### src/rtl/ccf_pkg.sv
package ccf_pkg;

    typedef enum logic [3:0] {
        OPC_PASS  = 4'd0,
        OPC_LOGIC = 4'd1,
        OPC_ADD   = 4'd2,
        OPC_SUB   = 4'd3,
        OPC_CMP8  = 4'd4,
        OPC_CMP16 = 4'd5,
        OPC_ADDX  = 4'd6,
        OPC_SUBX  = 4'd7,
        OPC_SHIFT = 4'd8
    } ccf_op_e;

    typedef struct packed {
        logic x;
        logic n;
        logic z;
        logic v;
        logic c;
    } ccf_flags_t;

    typedef enum logic {
        ST_IDLE = 1'b0,
        ST_SHOW = 1'b1
    } ccf_state_e;

    localparam int FLAG_W = $bits(ccf_flags_t);

endpackage

### src/rtl/ccf_nz_detect.sv
module ccf_nz_detect #(
    parameter int W = 32
) (
    input  logic [W-1:0] val,
    output logic         n,
    output logic         z
);
    always_comb begin
        z = (val == '0);
        n = !z && val[W-1];
    end
endmodule

### src/rtl/ccf_carry_ovf.sv
module ccf_carry_ovf #(
    parameter int W = 32
) (
    input  logic [W-1:0] res,
    input  logic [W-1:0] src,
    input  logic         is_sub,
    input  logic         ext,
    output logic         c,
    output logic         v
);
    logic [W-1:0] ext_w;
    logic [W-1:0] op1;

    assign ext_w = {{(W-1){1'b0}}, ext};

    always_comb begin
        if (is_sub) begin
            // first operand restored from result + source (+1 with extend)
            op1 = res + src + ext_w;
            c   = ext ? (op1 <= src) : (op1 < src);
            v   = (op1[W-1] ^ res[W-1]) & (op1[W-1] ^ src[W-1]);
        end else begin
            // first operand restored from result - source (-1 with extend)
            op1 = res - src - ext_w;
            c   = ext ? (res <= src) : (res < src);
            v   = (src[W-1] ^ res[W-1]) & ~(op1[W-1] ^ src[W-1]);
        end
    end
endmodule

### src/rtl/ccf_flag_core.sv
module ccf_flag_core
    import ccf_pkg::*;
#(
    parameter int DATA_W = 32
) (
    input  logic [3:0]        op,
    input  logic [DATA_W-1:0] res,
    input  logic [DATA_W-1:0] src,
    input  logic              xin,
    input  logic              prev_z,
    output ccf_flags_t        flags,
    output logic              err
);
    localparam int LANES = 3;   // lane 0 full, lane 1 half, lane 2 quarter width

    logic [LANES-1:0] lane_n;
    logic [LANES-1:0] lane_z;
    logic [LANES-1:0] lane_c;
    logic [LANES-1:0] lane_v;
    logic             full_sub;
    logic             full_ext;
    logic             src_nz;

    assign full_sub = (op == OPC_SUB)  || (op == OPC_SUBX);
    assign full_ext = (op == OPC_ADDX) || (op == OPC_SUBX);
    assign src_nz   = |src;

    for (genvar gi = 0; gi < LANES; gi++) begin : g_lane
        localparam int LW = DATA_W >> gi;
        logic l_sub;
        logic l_ext;
        if (gi == 0) begin : g_full
            assign l_sub = full_sub;
            assign l_ext = full_ext;
        end else begin : g_cmp
            assign l_sub = 1'b1;
            assign l_ext = 1'b0;
        end
        ccf_nz_detect #(.W(LW)) u_nz (
            .val (res[LW-1:0]),
            .n   (lane_n[gi]),
            .z   (lane_z[gi])
        );
        ccf_carry_ovf #(.W(LW)) u_cv (
            .res    (res[LW-1:0]),
            .src    (src[LW-1:0]),
            .is_sub (l_sub),
            .ext    (l_ext),
            .c      (lane_c[gi]),
            .v      (lane_v[gi])
        );
    end

    always_comb begin
        flags = '0;
        err   = 1'b0;
        unique case (op)
            OPC_PASS: begin
                flags.x = xin;
                flags.n = res[3];
                flags.z = res[2];
                flags.v = res[1];
                flags.c = res[0];
            end
            OPC_LOGIC: begin
                flags.x = xin;
                flags.n = lane_n[0];
                flags.z = lane_z[0];
            end
            OPC_ADD, OPC_SUB: begin
                flags.n = lane_n[0];
                flags.z = lane_z[0];
                flags.v = lane_v[0];
                flags.c = lane_c[0];
                flags.x = lane_c[0];
            end
            OPC_ADDX, OPC_SUBX: begin
                flags.n = lane_n[0];
                flags.z = lane_z[0] & prev_z;   // a clear Z stays clear
                flags.v = lane_v[0];
                flags.c = lane_c[0];
                flags.x = lane_c[0];
            end
            OPC_CMP16: begin
                flags.x = xin;
                flags.n = lane_n[1];
                flags.z = lane_z[1];
                flags.v = lane_v[1];
                flags.c = lane_c[1];
            end
            OPC_CMP8: begin
                flags.x = xin;
                flags.n = lane_n[2];
                flags.z = lane_z[2];
                flags.v = lane_v[2];
                flags.c = lane_c[2];
            end
            OPC_SHIFT: begin
                flags.n = lane_n[0];
                flags.z = lane_z[0];
                flags.c = src_nz;
                flags.x = src_nz;
            end
            default: begin
                flags = '0;
                err   = 1'b1;
            end
        endcase
    end
endmodule

### src/rtl/ccf_lazy_eval.sv
module ccf_lazy_eval
    import ccf_pkg::*;
#(
    parameter int DATA_W = 32
) (
    input  logic              clk,
    input  logic              rst_n,
    input  logic              req_valid,
    input  logic [3:0]        req_op,
    input  logic [DATA_W-1:0] req_result,
    input  logic [DATA_W-1:0] req_source,
    input  logic              req_xin,
    input  logic              req_prev_z,
    output logic              out_valid,
    output logic [FLAG_W-1:0] out_flags,
    output logic              out_err
);
    ccf_state_e state_q;
    ccf_state_e state_d;
    ccf_flags_t core_flags;
    logic       core_err;
    ccf_flags_t flags_q;
    logic       err_q;
    logic [3:0] op_q;

    ccf_flag_core #(.DATA_W(DATA_W)) u_core (
        .op     (req_op),
        .res    (req_result),
        .src    (req_source),
        .xin    (req_xin),
        .prev_z (req_prev_z),
        .flags  (core_flags),
        .err    (core_err)
    );

    always_comb begin
        unique case (state_q)
            ST_IDLE: state_d = req_valid ? ST_SHOW : ST_IDLE;
            ST_SHOW: state_d = req_valid ? ST_SHOW : ST_IDLE;
            default: state_d = ST_IDLE;
        endcase
    end

    always_ff @(posedge clk or negedge rst_n) begin
        if (!rst_n) begin
            state_q <= ST_IDLE;
        end else begin
            state_q <= state_d;
        end
    end

    always_ff @(posedge clk or negedge rst_n) begin
        if (!rst_n) begin
            flags_q <= '0;
            err_q   <= 1'b0;
            op_q    <= 4'd0;
        end else if (req_valid) begin
            flags_q <= core_flags;
            err_q   <= core_err;
            op_q    <= req_op;
        end
    end

    always_comb begin
        out_valid = (state_q == ST_SHOW);
        out_flags = flags_q;
        out_err   = err_q;
    end

    p_show_after_req_r2: assert property (@(posedge clk) disable iff (!rst_n)
        req_valid |=> out_valid);

    p_idle_hold_r2: assert property (@(posedge clk) disable iff (!rst_n)
        !req_valid |=> (!out_valid && $stable(out_flags) && $stable(out_err)));

    p_undef_zero_r12: assert property (@(posedge clk) disable iff (!rst_n)
        out_err |-> (out_flags == '0));

    p_logic_vc_clear_r4: assert property (@(posedge clk) disable iff (!rst_n)
        (out_valid && op_q == OPC_LOGIC) |-> (out_flags[1:0] == 2'b00));

    p_nz_exclusive_r4: assert property (@(posedge clk) disable iff (!rst_n)
        (out_valid && op_q != OPC_PASS) |-> !(out_flags[3] && out_flags[2]));

    p_sticky_z_r10: assert property (@(posedge clk) disable iff (!rst_n)
        (req_valid && (req_op == OPC_ADDX || req_op == OPC_SUBX) && !req_prev_z)
        |=> !out_flags[2]);

    p_shift_x_eq_c_r11: assert property (@(posedge clk) disable iff (!rst_n)
        (req_valid && req_op == OPC_SHIFT) |=> (out_flags[4] == out_flags[0]));

endmodule

### config.mk
export PLATFORM = sky130hd
export DESIGN_NAME = ccf_lazy_eval
export DESIGN_NICKNAME = d
export VERILOG_FILES = /design/src/rtl/ccf_pkg.sv /design/src/rtl/ccf_nz_detect.sv /design/src/rtl/ccf_carry_ovf.sv /design/src/rtl/ccf_flag_core.sv /design/src/rtl/ccf_lazy_eval.sv
export SDC_FILE = /design/constraint.sdc
export NUM_CORES = 1
export LEC_CHECK = 0
export CORE_UTILIZATION = 46
export CTS_BUF_LIST = sky130_fd_sc_hd__clkbuf_4
export DETAILED_ROUTE_END_ITERATION = 12
export GPL_TIMING_DRIVEN = 0
export PLACE_DENSITY_LB_ADDON = 0.2
export REMOVE_ABC_BUFFERS = 1
export SETUP_SLACK_MARGIN = 0.3
export SLEW_MARGIN = 0
export SYNTH_ARGS = -nofsm -noshare
export SYNTH_HDL_FRONTEND = slang
export SYNTH_SLANG_ARGS = --single-unit
### constraint.sdc
create_clock -name clk -period 1.3 [get_ports clk]
set_input_delay 0.13 -clock clk [delete_from_list [all_inputs] [get_ports clk]]
set_output_delay 0.13 -clock clk [all_outputs]
set_load 0.01 [all_outputs]
[Word-level counts from Yosys, hierarchy flattened]
Cells that the tools add are included.
Cells by class
  bitwise operators: 14
  equal/unequal tests: 8
  mux-type cells: 9
  reductions and logical operators: 17
  $add $sub $neg: 6
  order comparisons: 6
Operator list (number)
  32-bit <= comparator: 2
  32-bit < comparator: 2
  32-bit by 1-bit adder with 32-bit output: 1
  32-bit adder: 1
  32-bit logical NOT: 1
  32-bit OR reduction: 1
  32-bit by 1-bit subtractor with 32-bit output: 1
  32-bit subtractor: 1
  3-bit case mux with 7 select lines: 1
  16-bit adder: 1
  4-bit by 3-bit == test with 1-bit output (second input constant): 4
  16-bit logical NOT: 1
  16-bit < comparator: 1
  9-bit OR reduction: 1
  8-bit adder: 1
  4-bit by 2-bit == test with 1-bit output (second input constant): 2
  8-bit logical NOT: 1
  8-bit < comparator: 1
  1-bit bitwise XOR: 8
  1-bit two-way mux: 6
  1-bit bitwise AND: 5
  1-bit case mux with 5 select lines: 1
  4-bit by 1-bit == test with 1-bit output (second input constant): 1
  4-bit == test (second input constant): 1
  other kinds (8): 14
Word-level totals
  bits in registers: 7
  output and inout port bits: 7
  logic and storage cells: 67

[Logic depth before layout (Yosys ltp)]
  word-level depth: 8
  depth in mapped cells: 25
  gate-level depth less buffers: 25

[Cells and area by module]
Synthesis repeated with hierarchy kept, for this count alone.
Unflattened totals
  cell total of the unflattened synthesis: 1112
  area, all modules: 8378.0 um^2
Modules (own cells, without submodules)
  ccf_carry_ovf (u_core.g_lane[0].u_cv): area an instance 4540.6 um^2, instances 1, cells each 622
  ccf_carry_ovf (u_core.g_lane[1].u_cv): area an instance 2083.2 um^2, instances 1, cells each 275
  ccf_carry_ovf (u_core.g_lane[2].u_cv): area an instance 987.2 um^2, instances 1, cells each 129
  ccf_flag_core: area an instance 341.6 um^2, instances 1, cells each 50
  ccf_lazy_eval: area an instance 276.5 um^2, instances 1, cells each 14
  ccf_nz_detect (u_core.g_lane[0].u_nz): area an instance 82.6 um^2, instances 1, cells each 12
  ccf_nz_detect (u_core.g_lane[1].u_nz): area an instance 37.5 um^2, instances 1, cells each 6
  ccf_nz_detect (u_core.g_lane[2].u_nz): area an instance 28.8 um^2, instances 1, cells each 4

[Worst setup path before layout]
OpenSTA, ideal clock, no wires.
  path kind: input port to flip-flop
  start: in req_op[3]
  end: reg flags_q, in the netlist out_flags[0]
  stages on the path: 24
  arrival: 3.898 ns
  path slack: -2.687 ns
  required time: 1.212 ns
  buffers on the path: 0
  cell sequence: inv_1 nand3_1 inv_1 fa_1 inv_1 fa_1 nor2_1 o211ai_1 a21oi_1 a211oi_1 o21ai_1 a31oi_1 o41ai_1 o41a_1 xnor2_1 ha_1 nand4_1 nor2_1 nand2_1 o21ai_0 o22ai_1 a211oi_1 nor2_1 a41oi_1
On the way
  cells in the longest elaborated chain, start to end: 7
Ends and longest elaborated chain
  from (decl): line ccf_lazy_eval.sv:9  | input logic [3:0] req_op,
  4-bit by 3-bit == test with 1-bit output (on tied branches): line ccf_flag_core.sv:25, ccf_flag_core.sv:57, ccf_flag_core.sv:24
  1-bit logical OR: line ccf_flag_core.sv:25  | assign full_ext = (op == OPC_ADDX) || (op == OPC_SUBX);
  32-bit by 1-bit adder with 32-bit output: line ccf_carry_ovf.sv:19  | op1 = res + src + ext_w;
  32-bit < comparator / 32-bit <= comparator (equally long branches): line ccf_carry_ovf.sv:20  | c = ext ? (op1 <= src) : (op1 < src);
  1-bit two-way mux: line ccf_carry_ovf.sv:20
  1-bit two-way mux: line ccf_carry_ovf.sv:17  | if (is_sub) begin
  1-bit case mux with 5 select lines (*): line ccf_flag_core.sv:57  | unique case (op)
  to (signal assigned): line ccf_lazy_eval.sv:58  | flags_q <= core_flags;
  to (decl): line ccf_lazy_eval.sv:22  | ccf_flags_t flags_q;
Mark *: on every way between the ends. The rest lies on a longest branch, timed or not.
A chain may end at the register's enable or synchronous reset.

[Final worst setup path]
Ends and elaborated chain as after synthesis.

==> results.md <==
* Worst Hold Class: in -> async
* Hold_ws at 135 ps
* Gr usage total at 27.8%
* Die W at 113 um
* Final setup vio count at 6
* Placed cells at 987
* DR vias/cell at 5.77
* CTS H-tree depth at 1
* Max-cap viol count at 0
* Drt drc at 0
* Initial antenna violation count at 0
* Critical Path Stages at 26
* FF-to-FF path depth at 4
* Port Buffers at 79
* Synth async-reset ratio at 100%
* Critical Path End: out_flags[0]
* Total power at 4010 uW
* Top Family by Delay on Critical Path: compound AO/OA/AOI/OAI gates
* Seq/Total Area, Yosys at 3.07%
* Max Used Layer: met4
* Fin cells at 1018
* Reg-to-reg slack, setup at 200 ps
* DRT met1 WL at 7710 um
* Initial core utilization at 47.4%
* Core footprint at 12100 sq um
* Die area at 12900 sq um
* Final setup margin at -2830 ps
* Clock transition at path regs at 50 ps
* Antenna diodes at 0
* Met2 WL at 8510 um
* Share of cells above drive strength 1 at 15.9%
* Biggest area consumer among synthesized cells: ha_1
* Vias in the first global route at 5953
* Synthesized flop and latch total at 7
* Worst slew margin at 51.3%
* CTS Sinks at 7
* Boundary Pins at 80
* Critical R2R Launch: out_flags[1]
* Cell variety after synth at 66
* Main synth FF type: dfrtp_1
* Net count, final at 1095
* Initial drt markers at 310
* Final wirelength at 17800 um
* P_leak at 0.00354 uW
* YS warnings at 0
* Type of the worst setup path: in -> reg
* Syn avg cell area at 7.59 sq um
* Max Fclk at 242 MHz
* Violated checks: setup timing
* Die Y at 113 um
* HPWL Detailed at 14300 um
* Largest net degree at the start of global routing at 14
* Clock tree buffer depth at 2
* Synthesized area at 5710 sq um
* Crit path largest cell delay at 360 ps
* WP buf/inv at 5
* Wire length per cell at 17.5 um
* Synth-to-Final Area Change at 28.9%
* Share of the synthesized area in the top cell type at 36.6%
* # rows at 40
* Worst-path fanout max at 4
* Worst-Skew Late Latency at 240 ps
* Root Driver: clkbuf_4
* Worst Tran Pin Value at 722 ps
* Via count at 5877
* Post-synth EDFFs at 0
* Most numerous cell in the Yosys netlist: ha_1
* Fin. Hold Viols at 0
* Min Tclk post-route at 4130 ps
* Most frequent cells after synthesis: ha_1 (167), inv_1 (132), a21oi_1 (66)
* Remaining global-route overflow at 0
* Crit path max-delay cell type: fa_2
* Finished Core Util at 61.0%
* First-pass GRT wire length at 29000 um
* Fin. max-slew vios at 0
* PD cells at 545 nW/um^2
* Clk_skew at 0 ps
* Met3 wire len at 734 um
* CP Launch Type: input port
* Max VDD drop at 0.247 mV
* Post-synthesis cell count at 753
* Worst R2R End: out_flags[1]
* DRT Pass-1 Iters at 5
* Req. time, crit path at 1460 ps
* Routability cong. at 1.01
* Largest cells by area after synthesis: ha_1 (37%), inv_1 (8.7%), xnor2_1 (6.4%)
* CP Capture Type: flop
* Routed Antenna Nets at 0
* Num CTS Buffers at 3
* Status: complete, but fails checks
* Tcrit/Tclk final at 317%
* Worst EP arrival at 4290 ps
* CP Launch Point: req_op[3]
* CTS tree: built
* RSZ-0062 raised after global routing: yes
## logic make-up (layout without fill, tap and decap cells)
logic type | Yosys count | after routing | share of synthesized area, %
fa+ha+maj | 171 | 171 | 38.0
compound gates | 210 | 210 | 24.8
xor+xnor | 46 | 46 | 7.54
buf+inv | 152 | 249 | 10.7
simple gates | 167 | 167 | 15.9
flops | 7 | 7 | 3.07
## per-layer routing
layer / global-route usage, % / vias up
met5: 0 / -
met4: 11.4 / 0
met3: 2.34 / 51
met2: 50.4 / 183
met1: 33.9 / 2781
li1: - / 2862
## final cells by class
cell class / count / area (sq um)
inverter: 139 / 526
fill: 1082 / 4700
sequential: 7 / 175
clock buffer: 4 / 30.0
tap: 168 / 210
timing repair buffer: 106 / 941
multi-input combinational: 594 / 5480
## worst min path at each step
stage               startpoint      endpoint  slack [ps]  cells after the start
finish                   rst_n  out_flags[3]         140                      1
global route             rst_n  out_flags[3]         150                      1
CTS                      rst_n  out_flags[3]         140                      1
detailed placement       rst_n  out_flags[3]         410                      1
global placement         rst_n  out_flags[4]         400                      1
floorplan                rst_n       out_err        -170                      0
## sequential cells by signal (all words and copies together), names as in the netlist
register,count
out_err,1
out_flags,5
out_valid,1
## through the flow
stage | cell area [sq um] | worst slack (ps) | TNS [ps]
3_3_place_gp | 6620 | -4320 | -13790
2_1_floorplan | 5620 | -2700 | -7480
5_1_grt | 7360 | -3020 | -9410
4_1_cts | 7370 | -2700 | -7980
6_report | 7360 | -2830 | -8390
3_5_place_dp | 6620 | -4390 | -14020
## cell usage in the layout, fill, tap and decap left out, types with 26 or more instances in the layout
master | Yosys | layout
a21o_1 | 29 | 29
inv_1 | 132 | 126
nor2_1 | 47 | 42
ha_1 | 167 | 147
xnor2_1 | 42 | 42
dlygate4sd2_1 | 0 | 38
o21ai_0 | 32 | 28
clkdlybuf4s50_1 | 0 | 26
a21oi_1 | 66 | 60
## power by group
part,internal (uW),switching [uW]
logic,1590,1960
registers,236,8.18
clock network,138,77.3
## what timing repair did
action | in CTS | in global routing
buffers inserted | 26 | 1
endpoints found under the setup margin | 13 | 12
pin swaps | 49 | 7
hold buffers | 0 | 0
gates resized for setup | 190 | 10
No activity file was read; power rests on OpenSTA's default activity.
